### config.mk
export PLATFORM = sky130hd
export DESIGN_NAME = anci_inserter
export DESIGN_NICKNAME = d
export VERILOG_FILES = /design/src/rtl/anci_pkg.sv /design/src/rtl/anci_store.sv /design/src/rtl/anci_sched.sv /design/src/rtl/anci_emit.sv /design/src/rtl/anci_inserter.sv
export SDC_FILE = /design/constraint.sdc
export NUM_CORES = 2
export LEC_CHECK = 0
export BUFFER_PORTS_ARGS = -buffer_cell sky130_fd_sc_hd__buf_2
export CAP_MARGIN = 20
export CORE_MARGIN = 8
export CORE_UTILIZATION = 31
export CTS_BUF_LIST = sky130_fd_sc_hd__clkbuf_4 sky130_fd_sc_hd__clkbuf_8 sky130_fd_sc_hd__clkbuf_16
export CTS_CLUSTER_SIZE = 24
export DETAILED_ROUTE_END_ITERATION = 8
export HOLD_SLACK_MARGIN = 0.02
export PLACE_DENSITY = 0.5
export SLEW_MARGIN = 5
export SYNTH_ARGS = -nofsm -noshare
export SYNTH_HDL_FRONTEND = slang
export SYNTH_SLANG_ARGS = --single-unit
export TNS_END_PERCENT = 1
### constraint.sdc
create_clock -name clk -period 5 [get_ports clk]
set_input_delay 1 -clock clk [delete_from_list [all_inputs] [get_ports clk]]
set_output_delay 1 -clock clk [all_outputs]
set_load 0.02 [all_outputs]
### src/rtl/anci_pkg.sv
package anci_pkg;

    localparam int WORD_W   = 10;
    localparam int BYTE_W   = 8;
    localparam int OVERHEAD = 7;   // three flag words, three header words, checksum

    typedef logic [WORD_W-1:0] word_t;
    typedef logic [BYTE_W-1:0] byte_t;

    typedef enum logic [2:0] {
        PH_FLG0, PH_FLG1, PH_FLG2, PH_ID, PH_BLK, PH_CNT, PH_USER, PH_SUM
    } phase_e;

    typedef struct packed {
        byte_t did;
        byte_t dbn;
        byte_t dc;
    } hdr_t;

    typedef struct packed {
        logic use_h;
        logic use_v;
        logic gen_par;
    } mode_t;

    function automatic word_t with_parity(input byte_t b);
        logic p;
        p = ^b;
        return {~p, p, b};
    endfunction

endpackage

### src/rtl/anci_store.sv
module anci_store
    import anci_pkg::*;
#(
    parameter int ADDR_W = 8
) (
    input  logic              clk,
    input  logic              rst,
    input  logic              open_i,
    input  logic              gen_par_i,
    input  word_t             data_i,
    input  logic              ld_did_i,
    input  logic              ld_dbn_i,
    input  logic              ld_dc_i,
    input  logic              ld_udw_i,
    input  logic [ADDR_W-1:0] waddr_i,
    input  logic [ADDR_W-1:0] raddr_i,
    output hdr_t              hdr_o,
    output word_t             udw_o
);
    localparam int DEPTH = 1 << ADDR_W;

    hdr_t  hdr_q;
    word_t mem [DEPTH];
    word_t raw;

    always_ff @(posedge clk) begin
        if (rst) begin
            hdr_q <= '0;
        end else if (open_i) begin
            if (ld_did_i) hdr_q.did <= data_i[BYTE_W-1:0];
            if (ld_dbn_i) hdr_q.dbn <= data_i[BYTE_W-1:0];
            if (ld_dc_i)  hdr_q.dc  <= data_i[BYTE_W-1:0];
        end
    end

    always_ff @(posedge clk) begin
        if (open_i && ld_udw_i) mem[waddr_i] <= data_i;
    end

    assign raw   = mem[raddr_i];
    assign udw_o = gen_par_i ? with_parity(raw[BYTE_W-1:0]) : raw;
    assign hdr_o = hdr_q;

    AST_HDR_LOCKED: assert property (@(posedge clk) disable iff (rst)
        (!open_i && (ld_did_i || ld_dbn_i || ld_dc_i)) |=> $stable(hdr_q));

endmodule

### src/rtl/anci_sched.sv
module anci_sched
    import anci_pkg::*;
#(
    parameter int ROOM_W = 12
) (
    input  logic              clk,
    input  logic              rst,
    input  logic              pkt_rdy_i,
    input  mode_t             mode_i,
    input  logic              eav_xyz_i,
    input  logic              sav_xyz_i,
    input  logic              vblank_i,
    input  logic [ROOM_W-1:0] h_room_i,
    input  logic [ROOM_W-1:0] v_room_i,
    input  byte_t             dc_i,
    input  logic              busy_i,
    input  logic              done_i,
    output logic              empty_o,
    output mode_t             mode_o,
    output logic              start_o
);
    logic              empty_q;
    mode_t             mode_q;
    logic [ROOM_W-1:0] need;
    logic              h_ok;
    logic              v_ok;

    assign need    = ROOM_W'(dc_i) + ROOM_W'(OVERHEAD);
    assign h_ok    = mode_q.use_h && eav_xyz_i && (need <= h_room_i);
    assign v_ok    = mode_q.use_v && sav_xyz_i && vblank_i && (need <= v_room_i);
    assign start_o = !empty_q && !busy_i && (h_ok || v_ok);

    always_ff @(posedge clk) begin
        if (rst) begin
            empty_q <= 1'b1;
            mode_q  <= '0;
        end else if (empty_q) begin
            if (pkt_rdy_i) begin
                empty_q <= 1'b0;
                mode_q  <= mode_i;
            end
        end else if (done_i) begin
            empty_q <= 1'b1;
        end
    end

    assign empty_o = empty_q;
    assign mode_o  = mode_q;

    AST_EMPTY_ON_DONE: assert property (@(posedge clk) disable iff (rst)
        $rose(empty_q) |-> $past(done_i));
    AST_BUSY_NOT_EMPTY: assert property (@(posedge clk) disable iff (rst)
        busy_i |-> !empty_q);
    AST_FITS_ROOM: assert property (@(posedge clk) disable iff (rst)
        start_o |-> ((need <= h_room_i) || (need <= v_room_i)));

endmodule

### src/rtl/anci_emit.sv
module anci_emit
    import anci_pkg::*;
#(
    parameter int ADDR_W = 8
) (
    input  logic              clk,
    input  logic              rst,
    input  logic              start_i,
    input  hdr_t              hdr_i,
    input  word_t             udw_i,
    input  word_t             vid_i,
    output logic [ADDR_W-1:0] raddr_o,
    output logic              busy_o,
    output logic              done_o,
    output word_t             vid_o
);
    phase_e            phase_q;
    logic              busy_q;
    logic [ADDR_W-1:0] ucnt_q;
    logic [8:0]        chk_q;
    word_t             vid_q;
    word_t             word;
    logic              sums;
    logic [ADDR_W-1:0] last_addr;

    assign last_addr = ADDR_W'(hdr_i.dc - 8'd1);
    assign sums      = phase_q inside {PH_ID, PH_BLK, PH_CNT, PH_USER};

    always_comb begin
        unique case (phase_q)
            PH_FLG0:          word = '0;
            PH_FLG1, PH_FLG2: word = '1;
            PH_ID:            word = with_parity(hdr_i.did);
            PH_BLK:           word = with_parity(hdr_i.dbn);
            PH_CNT:           word = with_parity(hdr_i.dc);
            PH_USER:          word = udw_i;
            default:          word = {~chk_q[8], chk_q};
        endcase
    end

    always_ff @(posedge clk) begin
        if (rst) begin
            busy_q  <= 1'b0;
            phase_q <= PH_FLG0;
            ucnt_q  <= '0;
            chk_q   <= '0;
            vid_q   <= '0;
        end else begin
            vid_q <= busy_q ? word : vid_i;
            if (start_i) begin
                busy_q  <= 1'b1;
                phase_q <= PH_FLG0;
                ucnt_q  <= '0;
                chk_q   <= '0;
            end else if (busy_q) begin
                if (sums) chk_q <= chk_q + word[8:0];
                unique case (phase_q)
                    PH_FLG0: phase_q <= PH_FLG1;
                    PH_FLG1: phase_q <= PH_FLG2;
                    PH_FLG2: phase_q <= PH_ID;
                    PH_ID:   phase_q <= PH_BLK;
                    PH_BLK:  phase_q <= PH_CNT;
                    PH_CNT:  phase_q <= (hdr_i.dc == 8'd0) ? PH_SUM : PH_USER;
                    PH_USER: begin
                        if (ucnt_q == last_addr) phase_q <= PH_SUM;
                        else                     ucnt_q  <= ucnt_q + 1'b1;
                    end
                    default: busy_q <= 1'b0;
                endcase
            end
        end
    end

    assign raddr_o = ucnt_q;
    assign busy_o  = busy_q;
    assign done_o  = busy_q && (phase_q == PH_SUM);
    assign vid_o   = vid_q;

    AST_FLAG_LEAD: assert property (@(posedge clk) disable iff (rst)
        start_i |-> ##2 (vid_q == 10'h000));
    AST_SUM_BIT9: assert property (@(posedge clk) disable iff (rst)
        done_o |=> (vid_q[9] == ~vid_q[8]));
    AST_NO_RESTART: assert property (@(posedge clk) disable iff (rst)
        busy_q |-> !start_i);

endmodule

### src/rtl/anci_inserter.sv
module anci_inserter
    import anci_pkg::*;
#(
    parameter int ADDR_W = 8,
    parameter int ROOM_W = 12
) (
    input  logic              clk,
    input  logic              rst,
    input  logic [9:0]        vid_i,
    input  logic              eav_xyz_i,
    input  logic              sav_xyz_i,
    input  logic              vblank_i,
    input  logic [ROOM_W-1:0] h_room_i,
    input  logic [ROOM_W-1:0] v_room_i,
    input  logic              use_h_i,
    input  logic              use_v_i,
    input  logic              gen_par_i,
    input  logic              pkt_rdy_i,
    input  logic [9:0]        data_i,
    input  logic              ld_did_i,
    input  logic              ld_dbn_i,
    input  logic              ld_dc_i,
    input  logic              ld_udw_i,
    input  logic [ADDR_W-1:0] udw_addr_i,
    output logic [9:0]        vid_o,
    output logic              empty_o
);
    hdr_t              hdr;
    word_t             udw;
    mode_t             mode_in;
    mode_t             mode;
    logic [ADDR_W-1:0] raddr;
    logic              start;
    logic              busy;
    logic              done;
    logic              empty;

    assign mode_in = '{use_h: use_h_i, use_v: use_v_i, gen_par: gen_par_i};

    anci_store #(.ADDR_W(ADDR_W)) u_store (
        .clk       (clk),
        .rst       (rst),
        .open_i    (empty),
        .gen_par_i (mode.gen_par),
        .data_i    (data_i),
        .ld_did_i  (ld_did_i),
        .ld_dbn_i  (ld_dbn_i),
        .ld_dc_i   (ld_dc_i),
        .ld_udw_i  (ld_udw_i),
        .waddr_i   (udw_addr_i),
        .raddr_i   (raddr),
        .hdr_o     (hdr),
        .udw_o     (udw)
    );

    anci_sched #(.ROOM_W(ROOM_W)) u_sched (
        .clk       (clk),
        .rst       (rst),
        .pkt_rdy_i (pkt_rdy_i),
        .mode_i    (mode_in),
        .eav_xyz_i (eav_xyz_i),
        .sav_xyz_i (sav_xyz_i),
        .vblank_i  (vblank_i),
        .h_room_i  (h_room_i),
        .v_room_i  (v_room_i),
        .dc_i      (hdr.dc),
        .busy_i    (busy),
        .done_i    (done),
        .empty_o   (empty),
        .mode_o    (mode),
        .start_o   (start)
    );

    anci_emit #(.ADDR_W(ADDR_W)) u_emit (
        .clk     (clk),
        .rst     (rst),
        .start_i (start),
        .hdr_i   (hdr),
        .udw_i   (udw),
        .vid_i   (vid_i),
        .raddr_o (raddr),
        .busy_o  (busy),
        .done_o  (done),
        .vid_o   (vid_o)
    );

    assign empty_o = empty;

endmodule

==> results.md <==
* Status: completed
* Synth unique cells at 66
* Grt ovf at 0
* CP Launch Type: flop
* Hold WC Path Type: input pin to flop
* Setup violators final at 0
* Pwr Density at 366.8 nW/um2
* P_int at 0.03646 W
* Rows at 212
* Area Overhead vs Synth at 20.97%
* Overall die area at 351600 um2
* Floorplan core area at 332400 um2
* Fin Clk Skew at 0.03794 ns
* Fillers at 30.15k
* Drt total wl at 310.3 mm
* Crit Path Max Fanout at 23
* Gr usage total at 0.1718
* H-tree levels at 5
* Max Slew Vio Count at 0
* Mean Syn Cell Area at 20.62 um2
* TritonCTS clock tree: done
* Period utilization at 0.9867
* GP Congestion at 0.8132
* Slack of the critical path at 0.06672 ns
* Worst-Skew Late Latency at 0.86 ns
* Most used cell, CP: buf_12
* Sequential-to-total area share from yosys stat at 0.7580
* Vias in the first global route at 54.87k
* Least-Margin Pin Slew at 1.403 ns
* Psw at 0.009323 W
* Async set or reset register ratio after synthesis at 0
* FF+latch count, synth at 2627
* CP bufs+invs at 6
* Min Hold Slack at 0.3763 ns
* Clk pwr share at 0.454
* Slowest-stage cell, CP: mux4_2
* Syn Std Cell Area at 103200 um2
* Initial antenna violation count at 30
* Drt via density at 5.173
* Worst EP arrival at 5.68 ns
* Final Hold Viols at 0
* Gate power share at 0.017
* Syn nets at 5104
* Horiz. Die Dim at 592.9 um
* Bufs on Longest Clock Path at 4
* Starting density of the core at 0.3105
* Largest net degree at the start of global routing at 134
* Placed Instances at 9941
* Post-Syn Instances at 5003
* Minimum clock period at 4.933 ns
* Post-route insts no fill at 10.49k
* Register area at 78240 um2
* Max Freq at 202.7 MHz
* PortBufs at 75
* Seq pwr share at 0.529
* Root buffer cell: clkbuf_16
* Crit end category: flop
* Sw frac at 0.2036
* Multi-input logic area at 23810 um2
* IO Pins at 76
* RSZ-0062 raised after global routing: true
* Delay-heaviest family, CP: compound AO/OA/AOI/OAI gates
* 1st-pass router iterations at 5
* TritonCTS buffer count at 291
* Relative slew slack at 0.06437
* Max Cap Viol at 0
* CP peak stage delay at 0.58 ns
* Worst EP required at 5.74 ns
* Final HPWL DP at 199.9 mm
* Ys flop type: edfxtp_1
* Layout cell share with drive strength beyond 1 at 0.3444
* Post-synth EDFFs at 2560
* DRC errors left at 0
* Setup TNS at 0 ns
* Worst-path clk slew at 0.06 ns
* WS Path Type: flop to flop
* WL/cell at 29.58 um
* CTS sink count at 2627
* VDD IR max at 0.2250 mV
* Leakage Power at 39.17 nW
* Antenna Violating Nets Remaining at 0
* Syn. warnings at 0
* Nets at 5983
* DP Worst Slack at -0.4795 ns
* Starting DRT DRC Count at 6188
* Die H at 592.9 um
* First-pass GRT wire length at 432.1 mm
* Via count at 54.26k
-- layer usage --
| layer | global-route usage | up-vias | wire (um) |
|---|---|---|---|
| li1 | - | 22550 | - |
| met1 | 0.2435 | 29370 | 134800 |
| met2 | 0.2782 | 1972 | 147000 |
| met3 | 0.02954 | 365 | 21580 |
| met4 | 0.03840 | 0 | 6852 |
| met5 | 0 | - | 0 |
-- flip-flops by register name (all words and copies together), names as in the netlist, named ones only --
| name | cells |
|---|---|
| u_store.hdr_o | 24 |
| u_emit.chk_q | 9 |
| u_emit.busy_o | 1 |
| u_sched.empty_o | 1 |
| u_store.mem | 2560 |
| u_sched.mode_o | 3 |
| u_emit.raddr_o | 8 |
| u_emit.vid_o | 10 |
| u_emit.phase_q | 3 |
-- cell usage in the layout, fill, tap and decap left out, types with 75 or more instances in the layout --
cell type,n
buf_4,677
mux4_2,641
a21oi_1,99
clkbuf_16,300
nand3_1,75
nor2_1,336
mux2i_1,155
nand2_1,121
buf_12,79
edfxtp_1,2560
-- logic make-up after synthesis --
family / share of synthesized area
flops: 0.7580
mux: 0.1574
simple gates: 0.03042
compound gates: 0.02875
buf+inv: 0.01660
xor+xnor: 0.004377
fa+ha+maj: 0.004438
-- synth_stat cells, types with 27 or more instances --
cell,instances,area share
mux2i_1,159,0.015
edfxtp_1,2560,0.75
nand3_1,75,0.0036
nor2_1,341,0.012
ha_1,35,0.0042
a221oi_1,27,0.0023
inv_1,39,0.0014
nor2b_1,31,0.0019
clkbuf_1,118,0.0043
nor3_1,29,0.0014
a22oi_1,73,0.0053
xnor2_1,36,0.0031
buf_2,73,0.0035
mux4_2,641,0.14
dfxtp_1,67,0.013
o21ai_0,35,0.0017
a21oi_1,113,0.0055
o22ai_1,53,0.0032
nand2_1,123,0.0045
buf_4,49,0.0036
-- worst reg2reg max path: stages (launching register included) --
cell and delay, ns:
dfxtp_4 0.40, buf_12 0.18, buf_12 0.20, buf_12 0.23, mux4_2 0.61, a32oi_1 0.26
and4b_2 0.38, a32oi_2 0.08, buf_4 0.17, o211ai_1 0.09, buf_4 0.17, a21oi_4 0.06
nor2_2 0.13, a21oi_2 0.06, ha_2 0.20, inv_2 0.06, fa_2 0.23, nor2b_4 0.05
o21ai_1 0.13, nand2b_1 0.11, a21oi_2 0.15, o21bai_2 0.08, a21o_1 0.21, nand2_1 0.07
a21oi_1 0.06, mux2_4 0.30, mux2i_1 0.12
-- power groups by stage --
stage	clock, W	sequential [W]	combinational (W)
after floorplan	0	0.0247	0.000208
after global placement	0	0.0247	0.000771
after detailed placement	0	0.0247	0.000797
after CTS	0.0212	0.0242	0.000798
after global routing	0.0220	0.0242	0.000851
final	0.0208	0.0242	0.000787
-- cell type report --
class                      instances  area share
antenna                            3  0.00006014
clock inverter                   152     0.01004
sequential                      2627      0.6267
multi-input combinational       2045      0.1907
inverter                          39    0.001173
clock buffer                     357     0.06321
tap                             4387     0.04397
timing repair buffer             878     0.06409
-- metrics by stage --
step / cell area [um2] / util / total power [W]
final: 124800 / 0.3756 / 0.04578
after global routing: 124800 / 0.3756 / 0.04701
after CTS: 124300 / 0.3740 / 0.04618
after detailed placement: 114400 / 0.3441 / 0.02547
after global placement: 114400 / 0.3441 / 0.02544
after floorplan: 103200 / - / 0.02488
-- path summary, 6_finish.rpt --
kind                                   startpoint           endpoint  slack [ns]  depth (start not counted)
worst max-delay path                         flop    u_emit.chk_q[8]        0.07                         26
worst min-delay path                     vid_i[6]    u_emit.vid_o[6]        0.38                          3
worst max register to register               flop    u_emit.chk_q[8]        0.07                         26
worst min register to register  u_sched.mode_o[2]  u_sched.mode_o[2]        0.48                          2
-- repair_timing --
item / in CTS / in global routing
cloned: 6 / 4
pin swaps: 15 / 36
hold buffers: 0 / 0
endpoints found under the hold margin: 0 / 0
resized for setup: 86 / 76
buffers inserted: 16 / 9
setup endpoints to repair: 4 / 6
Power figures use the tool's default switching activity.
